<file path="src/rtl/fetch_seq_pkg.sv">
package fetch_seq_pkg;
  localparam int SEL_W = 3;
  localparam int RES_W = 2;

  typedef enum logic [2:0] {
    ALU_AND  = 3'd0,
    ALU_OR   = 3'd1,
    ALU_XOR  = 3'd2,
    ALU_NOT  = 3'd3,
    ALU_ADD  = 3'd4,
    ALU_SUB  = 3'd5,
    ALU_ADDA = 3'd6,
    ALU_SUBA = 3'd7
  } alu_op_e;

  typedef struct packed {
    logic [SEL_W-1:0] a_sel;
    logic [SEL_W-1:0] b_sel;
    alu_op_e          alu;
    logic             cin;
    logic [RES_W-1:0] res_sel;
    logic             mar_ld;
    logic             rd;
    logic             ir_lo_ld;
    logic             ir_hi_ld;
    logic             pc_we;
  } ctl_t;

  typedef enum logic [3:0] {
    ST_IDLE, ST_MAR0, ST_RD0, ST_CHK0, ST_INC0,
    ST_MAR1, ST_RD1, ST_CHK1, ST_INC1, ST_DONE
  } st_e;
endpackage

</file>
<file path="src/rtl/fetch_ctrl.sv">
module fetch_ctrl
  import fetch_seq_pkg::*;
#(
  parameter int               OVERLAP = 1,
  parameter logic [SEL_W-1:0] PC_REG  = 3'd7
) (
  input  logic clk_i,
  input  logic rst_ni,
  input  logic start_i,
  input  logic mem_wait_i,
  output ctl_t ctl_o,
  output logic done_o
);
  st_e  st, nxt;
  logic stall_q;
  logic in_rd;

  assign in_rd = (st == ST_RD0) || (st == ST_RD1);

  // sequential program tests a latched copy of the wait seen in the read step
  if (OVERLAP == 0) begin : g_seq
    always_ff @(posedge clk_i or negedge rst_ni) begin
      if (!rst_ni)    stall_q <= 1'b0;
      else if (in_rd) stall_q <= mem_wait_i;
    end
  end else begin : g_ovl
    assign stall_q = 1'b0;
  end

  function automatic ctl_t add_inc(input ctl_t c);
    ctl_t r;
    r         = c;
    r.a_sel   = PC_REG;
    r.alu     = ALU_ADDA;
    r.cin     = 1'b1;
    r.res_sel = '0;
    r.pc_we   = 1'b1;
    return r;
  endfunction

  always_comb begin
    nxt    = st;
    ctl_o  = '0;
    done_o = 1'b0;
    unique case (st)
      ST_IDLE: if (start_i) nxt = ST_MAR0;
      ST_MAR0, ST_MAR1: begin
        ctl_o.a_sel  = PC_REG;
        ctl_o.b_sel  = PC_REG;
        ctl_o.alu    = ALU_OR;
        ctl_o.mar_ld = 1'b1;
        nxt = (st == ST_MAR0) ? ST_RD0 : ST_RD1;
      end
      ST_RD0, ST_RD1: begin
        ctl_o.rd       = 1'b1;
        ctl_o.ir_lo_ld = (st == ST_RD0);
        ctl_o.ir_hi_ld = (st == ST_RD1);
        if (OVERLAP != 0) begin
          if (!mem_wait_i) begin
            ctl_o = add_inc(ctl_o);
            nxt   = (st == ST_RD0) ? ST_MAR1 : ST_DONE;
          end
        end else begin
          nxt = (st == ST_RD0) ? ST_CHK0 : ST_CHK1;
        end
      end
      ST_CHK0: nxt = stall_q ? ST_RD0 : ST_INC0;
      ST_CHK1: nxt = stall_q ? ST_RD1 : ST_INC1;
      ST_INC0, ST_INC1: begin
        ctl_o = add_inc(ctl_o);
        nxt   = (st == ST_INC0) ? ST_MAR1 : ST_DONE;
      end
      ST_DONE: begin
        done_o = 1'b1;
        nxt    = ST_IDLE;
      end
      default: nxt = ST_IDLE;
    endcase
  end

  always_ff @(posedge clk_i or negedge rst_ni) begin
    if (!rst_ni) st <= ST_IDLE;
    else         st <= nxt;
  end
endmodule

</file>
<file path="src/rtl/fetch_alu.sv">
module fetch_alu
  import fetch_seq_pkg::*;
#(
  parameter int W = 8
) (
  input  logic [W-1:0] a_i,
  input  logic [W-1:0] b_i,
  input  logic         cin_i,
  input  alu_op_e      op_i,
  output logic [W-1:0] y_o
);
  logic [W-1:0] cin_ext;
  assign cin_ext = {{(W-1){1'b0}}, cin_i};

  always_comb begin
    unique case (op_i)
      ALU_AND:  y_o = a_i & b_i;
      ALU_OR:   y_o = a_i | b_i;
      ALU_XOR:  y_o = a_i ^ b_i;
      ALU_NOT:  y_o = ~a_i;
      ALU_ADD:  y_o = a_i + b_i + cin_ext;
      ALU_SUB:  y_o = a_i + ~b_i + cin_ext;
      ALU_ADDA: y_o = a_i + cin_ext;
      ALU_SUBA: y_o = a_i + {W{1'b1}} + cin_ext;
      default:  y_o = '0;
    endcase
  end
endmodule

</file>
<file path="src/rtl/fetch_regs.sv">
module fetch_regs #(
  parameter int           W      = 8,
  parameter logic [W-1:0] PC_RST = '0
) (
  input  logic           clk_i,
  input  logic           rst_ni,
  input  logic [W-1:0]   res_i,
  input  logic [W-1:0]   rdata_i,
  input  logic           wait_i,
  input  logic           rd_i,
  input  logic           mar_ld_i,
  input  logic           pc_we_i,
  input  logic [1:0]     ir_ld_i,
  output logic [W-1:0]   pc_o,
  output logic [W-1:0]   mar_o,
  output logic [2*W-1:0] ir_o
);
  localparam int HALVES = 2;

  always_ff @(posedge clk_i or negedge rst_ni) begin
    if (!rst_ni) begin
      pc_o  <= PC_RST;
      mar_o <= '0;
    end else begin
      if (pc_we_i)  pc_o  <= res_i;
      if (mar_ld_i) mar_o <= res_i;
    end
  end

  // a half captures only on the cycle memory delivers
  for (genvar h = 0; h < HALVES; h++) begin : g_half
    always_ff @(posedge clk_i or negedge rst_ni) begin
      if (!rst_ni)                          ir_o[h*W +: W] <= '0;
      else if (rd_i && !wait_i && ir_ld_i[h]) ir_o[h*W +: W] <= rdata_i;
    end
  end
endmodule

</file>
<file path="src/rtl/fetch_seq.sv">
module fetch_seq
  import fetch_seq_pkg::*;
#(
  parameter int           W       = 8,
  parameter int           OVERLAP = 1,
  parameter logic [W-1:0] PC_RST  = '0
) (
  input  logic           clk_i,
  input  logic           rst_ni,
  input  logic           start_i,
  input  logic           mem_wait_i,
  input  logic [W-1:0]   mem_rdata_i,
  output logic [W-1:0]   mem_addr_o,
  output logic [2:0]     a_sel_o,
  output logic [2:0]     b_sel_o,
  output logic [2:0]     alu_sel_o,
  output logic           cin_o,
  output logic [1:0]     res_sel_o,
  output logic           mar_ld_o,
  output logic           rd_o,
  output logic           ir_lo_ld_o,
  output logic           ir_hi_ld_o,
  output logic           pc_we_o,
  output logic           done_o,
  output logic [W-1:0]   pc_o,
  output logic [2*W-1:0] ir_o
);
  localparam logic [SEL_W-1:0] PC_REG = SEL_W'(7);

  ctl_t       ctl;
  logic [W-1:0] a_op, b_op, alu_y, pc_q;

  fetch_ctrl #(.OVERLAP(OVERLAP), .PC_REG(PC_REG)) u_ctrl (
    .clk_i      (clk_i),
    .rst_ni     (rst_ni),
    .start_i    (start_i),
    .mem_wait_i (mem_wait_i),
    .ctl_o      (ctl),
    .done_o     (done_o)
  );

  // only register 7 lives in this slice; other selects read as zero
  assign a_op = (ctl.a_sel == PC_REG) ? pc_q : '0;
  assign b_op = (ctl.b_sel == PC_REG) ? pc_q : '0;

  fetch_alu #(.W(W)) u_alu (
    .a_i   (a_op),
    .b_i   (b_op),
    .cin_i (ctl.cin),
    .op_i  (ctl.alu),
    .y_o   (alu_y)
  );

  fetch_regs #(.W(W), .PC_RST(PC_RST)) u_regs (
    .clk_i    (clk_i),
    .rst_ni   (rst_ni),
    .res_i    (alu_y),
    .rdata_i  (mem_rdata_i),
    .wait_i   (mem_wait_i),
    .rd_i     (ctl.rd),
    .mar_ld_i (ctl.mar_ld),
    .pc_we_i  (ctl.pc_we),
    .ir_ld_i  ({ctl.ir_hi_ld, ctl.ir_lo_ld}),
    .pc_o     (pc_q),
    .mar_o    (mem_addr_o),
    .ir_o     (ir_o)
  );

  assign pc_o       = pc_q;
  assign a_sel_o    = ctl.a_sel;
  assign b_sel_o    = ctl.b_sel;
  assign alu_sel_o  = ctl.alu;
  assign cin_o      = ctl.cin;
  assign res_sel_o  = ctl.res_sel;
  assign mar_ld_o   = ctl.mar_ld;
  assign rd_o       = ctl.rd;
  assign ir_lo_ld_o = ctl.ir_lo_ld;
  assign ir_hi_ld_o = ctl.ir_hi_ld;
  assign pc_we_o    = ctl.pc_we;
endmodule

</file>
<file path="config.mk">
export PLATFORM = sky130hd
export DESIGN_NAME = fetch_seq
export DESIGN_NICKNAME = d
export VERILOG_FILES = /design/src/rtl/fetch_seq_pkg.sv /design/src/rtl/fetch_ctrl.sv /design/src/rtl/fetch_alu.sv /design/src/rtl/fetch_regs.sv /design/src/rtl/fetch_seq.sv
export SDC_FILE = /design/constraint.sdc
export NUM_CORES = 1
export LEC_CHECK = 0
export ABC_AREA = 1
export BUFFER_PORTS_ARGS = -buffer_cell sky130_fd_sc_hd__buf_4
export CORE_MARGIN = 2
export CORE_UTILIZATION = 33
export CTS_CLUSTER_SIZE = 10
export DETAILED_ROUTE_END_ITERATION = 6
export GPL_ROUTABILITY_DRIVEN = 0
export PLACE_DENSITY_LB_ADDON = 0.12
export SYNTH_ARGS = -nofsm -noshare
export SYNTH_HDL_FRONTEND = slang
export SYNTH_SLANG_ARGS = --single-unit
</file>
<file path="constraint.sdc">
create_clock -name clk_i -period 6.3 [get_ports clk_i]
set_clock_uncertainty 0.2 [all_clocks]
set_input_delay 1.575 -clock clk_i [delete_from_list [all_inputs] [get_ports clk_i]]
set_output_delay 1.575 -clock clk_i [all_outputs]
set_load 0.01 [all_outputs]
</file>
==> run_results.csv <==
group,metric,value,unit
setup_path,cpLargestDelayFamily,"simple AND/OR/NAND/NOR gates",
layout,fin_util,44.7,%
global_routing,grt_first_pass_wirelength,6.24,mm
power,p_clk_share,16.3,%
layout,finalNetCount,274,
placed_design,hpwl,2.72,mm
sta,setup_ws,2040,ps
sta,setup_viol,0,
clocking,cts_setup_buffers,0,
setup_path,cp-end-kind,"output pin",
synthesis,syn_avg_cell_area,8.58,µm²
power,internal_power,645,µW
setup_path,crit_buf_inv,3,
sta,hold_viol_final,0,
setup_path,start_kind,"input pin",
route,drc,0,
synthesis,ys_types,25,
synthesis,yosysSeqAreaShare,50.7,%
setup_path,slowest_stage,"nand2_1",
synthesis,syn_inst,207,
clocking,clock-root-buffer,"clkbuf_8",
clocking,htreeDepth,2,
sta,slew_violations,0,
sta,min_period_over_period,67.7,%
setup_path,critical_path.startpoint,"mem_wait_i",
layout,fin_cells,329,
sta,max_freq,235,MHz
sta,post-route-min-period,4260,ps
setup_path,endpoint,"pc_we_o",
synthesis,synth-main-ff-cell,"dfrtp_1",
clocking,cts_resized,0,
setup_path,worstPathMaxFanout,14,
global_routing,grt_pass1_vias,1291,
clocking,cts_buffers,5,
sta,slew_headroom,53.2,%
floorplanning,rows,26,
setup_path,path_class,"in2out",
clocking,path_clk_slew,70,ps
route,first_iter_violations,75,
setup_path,r2r_start,"u_ctrl.st[0]",
global_routing,grt_overflow_total,0,
setup_path,crit_top_cell,"buf_4",
global_routing,grt_usage,13.3,%
route,vias_per_cell,4.26,
floorplanning,die_h,77.4,µm
sta,rsz0062_at_grt,"no",
layout,drive_above_1_share,33.2,%
floorplanning,die_area,5980,µm²
clocking,clock_sinks,36,
global_routing,grt_max_degree,37,
setup_path,cp_cell_sequence,"buf_4 -> inv_1 -> nand3_2 -> nand2_1 -> buf_4",
setup_path,slowest_delay,380,ps
route,vias,1401,
placed_design,dp_cells,322,
run_status,status,"completed",
layout,n_antenna_cell,0,
clocking,clock_latency,280,ps
floorplanning,die_x,77.4,µm
synthesis,yosysTopAreaCell,"dfrtp_1",
synthesis,ys_warn_count,0,
clocking,ctsLongestPathBuffers,2,
synthesis,synth_edf_count,0,
synthesis,synthTopCellsByArea,"dfrtp_1, nand2_1, inv_1",
synthesis,synthArstFlopShare,100,%
run,drv_cap,0,
clocking,postCtsHoldBufs,0,
power,combPwrFrac,48.5,%
layout,syn_to_final_growth,29.3,%
power,p_per_area,471,nW/µm²
setup_path,r2r-end,"u_regs.pc_o[6]",
floorplanning,start_util,34.5,%
synthesis,post-synth-top-count-cell,"nand2_1",
route,drt-total-wl,3.75,mm
setup_path,critical_path_depth,5,
setup_path,r2r_slack,3610,ps
placed_design,dp_slack,2030,ps
worst_hold_path,min_path_type,"reg2reg",
power,seqPwrFrac,35.2,%
global_routing,antenna_found_initial,0,
power,switching_share,40.3,%
route,dr.pass1.iters,4,
clocking,cts_tree,"yes",
power,max-vdd-ir-drop,0.000177,V
setup_path,cp_data_required_time,4530,ps
sta,tightest_slew,701,ps
floorplanning,io_pins,62,
route,final_antenna_net_count,0,
setup_path,reg2reg_depth,14,
floorplanning,core,5140,µm²
power,switchingPower,436,µW
power,leakage,0.00127,µW
synthesis,synth_area,1780,µm²
synthesis,synth_top_area_share,50.7,%
synthesis,ys_ff_latch,36,
route,wl_per_cell,11.4,µm
setup_path,cp_data_arrival_time,2490,ps
sta,fin_setup_tns,0,ps
placed_design,io_buffers,59,
synthesis,synth_common_cells,"nand2_1, dfrtp_1, inv_1",
[sequential cells by signal, indices dropped and copies added, names as in the netlist]
| name | flops |
|---|---|
| u_regs.mar_o | 8 |
| u_ctrl.st | 4 |
| u_regs.pc_o | 8 |
| u_regs.ir_o | 16 |
[power by group through the flow]
stage | registers (µW) | clock network [µW] | logic (µW)
final | 381 | 176 | 524
after global placement | 383 | 0 | 531
after floorplan | 410 | 0 | 312
after detailed placement | 385 | 0 | 533
after global routing | 395 | 196 | 584
after CTS | 381 | 183 | 535
[cells in the final DEF, fill, tap and decap left out]
| master | Yosys | layout |
|---|---|---|
| o22ai_1 | 1 | 1 |
| nand3b_1 | 1 | 1 |
| o21ai_1 | 1 | 1 |
| nor3_2 | 1 | 1 |
| xor2_1 | 1 | 1 |
| o21ai_2 | 8 | 8 |
| clkbuf_8 | 0 | 7 |
| inv_1 | 28 | 28 |
| nor2_2 | 3 | 3 |
| o21ai_0 | 20 | 20 |
| nor3_1 | 3 | 3 |
| nand4_4 | 1 | 1 |
| ha_1 | 3 | 3 |
| inv_2 | 3 | 3 |
| nand3_2 | 3 | 3 |
| dfrtp_1 | 36 | 36 |
| nand3_1 | 8 | 8 |
| conb_1 | 1 | 2 |
| a21oi_1 | 3 | 3 |
| buf_4 | 10 | 59 |
| nor2_4 | 1 | 1 |
| nor2_1 | 6 | 6 |
| nand2_1 | 60 | 60 |
[cell type report]
cell class | count | area (µm²)
fillers | 541 | 2840
flip-flops and latches | 36 | 901
multi-input cells | 126 | 652
repair buffers | 59 | 443
inverters | 31 | 116
clock buffers | 7 | 96.3
well taps | 70 | 87.6
[worst reg2reg max path: stages, from the launching register on]
cell,delay (ps)
dfrtp_1,430
inv_1,90
nor2_1,40
nand2_1,460
nand3_2,380
nand2_1,180
inv_1,50
ha_1,180
ha_1,230
nand4_4,110
nor2_2,60
nand2_1,50
nand2_1,40
nand2_1,50
inv_1,30
[how the worst min path moves through the flow]
stage / slack, ps / to / from / depth (start not counted)
6_report: 280 / u_regs.ir_o[14] / u_regs.ir_o[14] / 2
2_1_floorplan: 310 / u_ctrl.st[0] / u_ctrl.st[0] / 1
5_1_grt: 310 / u_regs.ir_o[5] / u_regs.ir_o[5] / 2
3_3_place_gp: 270 / u_regs.ir_o[14] / u_regs.ir_o[14] / 2
3_5_place_dp: 270 / u_regs.ir_o[5] / u_regs.ir_o[5] / 2
4_1_cts: 290 / u_regs.ir_o[5] / u_regs.ir_o[5] / 2
[stage by stage]
step	hold slack (ps)	area (µm²)	total power, µW
CTS	287	2300	1100
global route	306	2300	1170
floorplan	313	1780	721
detailed placement	271	2200	918
global placement	269	2200	914
finish	283	2300	1080
[metal layers]
layer | vias to the layer above | track usage [%] | share of wire (%)
li1 | 738 | - | -
met1 | 628 | 18.1 | 49
met2 | 30 | 19.8 | 45
met3 | 5 | 4.07 | 4.7
met4 | 0 | 5.36 | 1.5
met5 | - | 0 | 0
[kinds of logic after synthesis]
kind of cell	share of synthesized area, %
adder cells (fa/ha/maj)	2.11
other	0.211
XOR/XNOR	0.493
flip-flops	50.7
AND/OR/NAND/NOR	22.6
buffers and inverters	12.8
AO/OA/AOI/OAI	11.1
(Power assumes the default switching activity.)
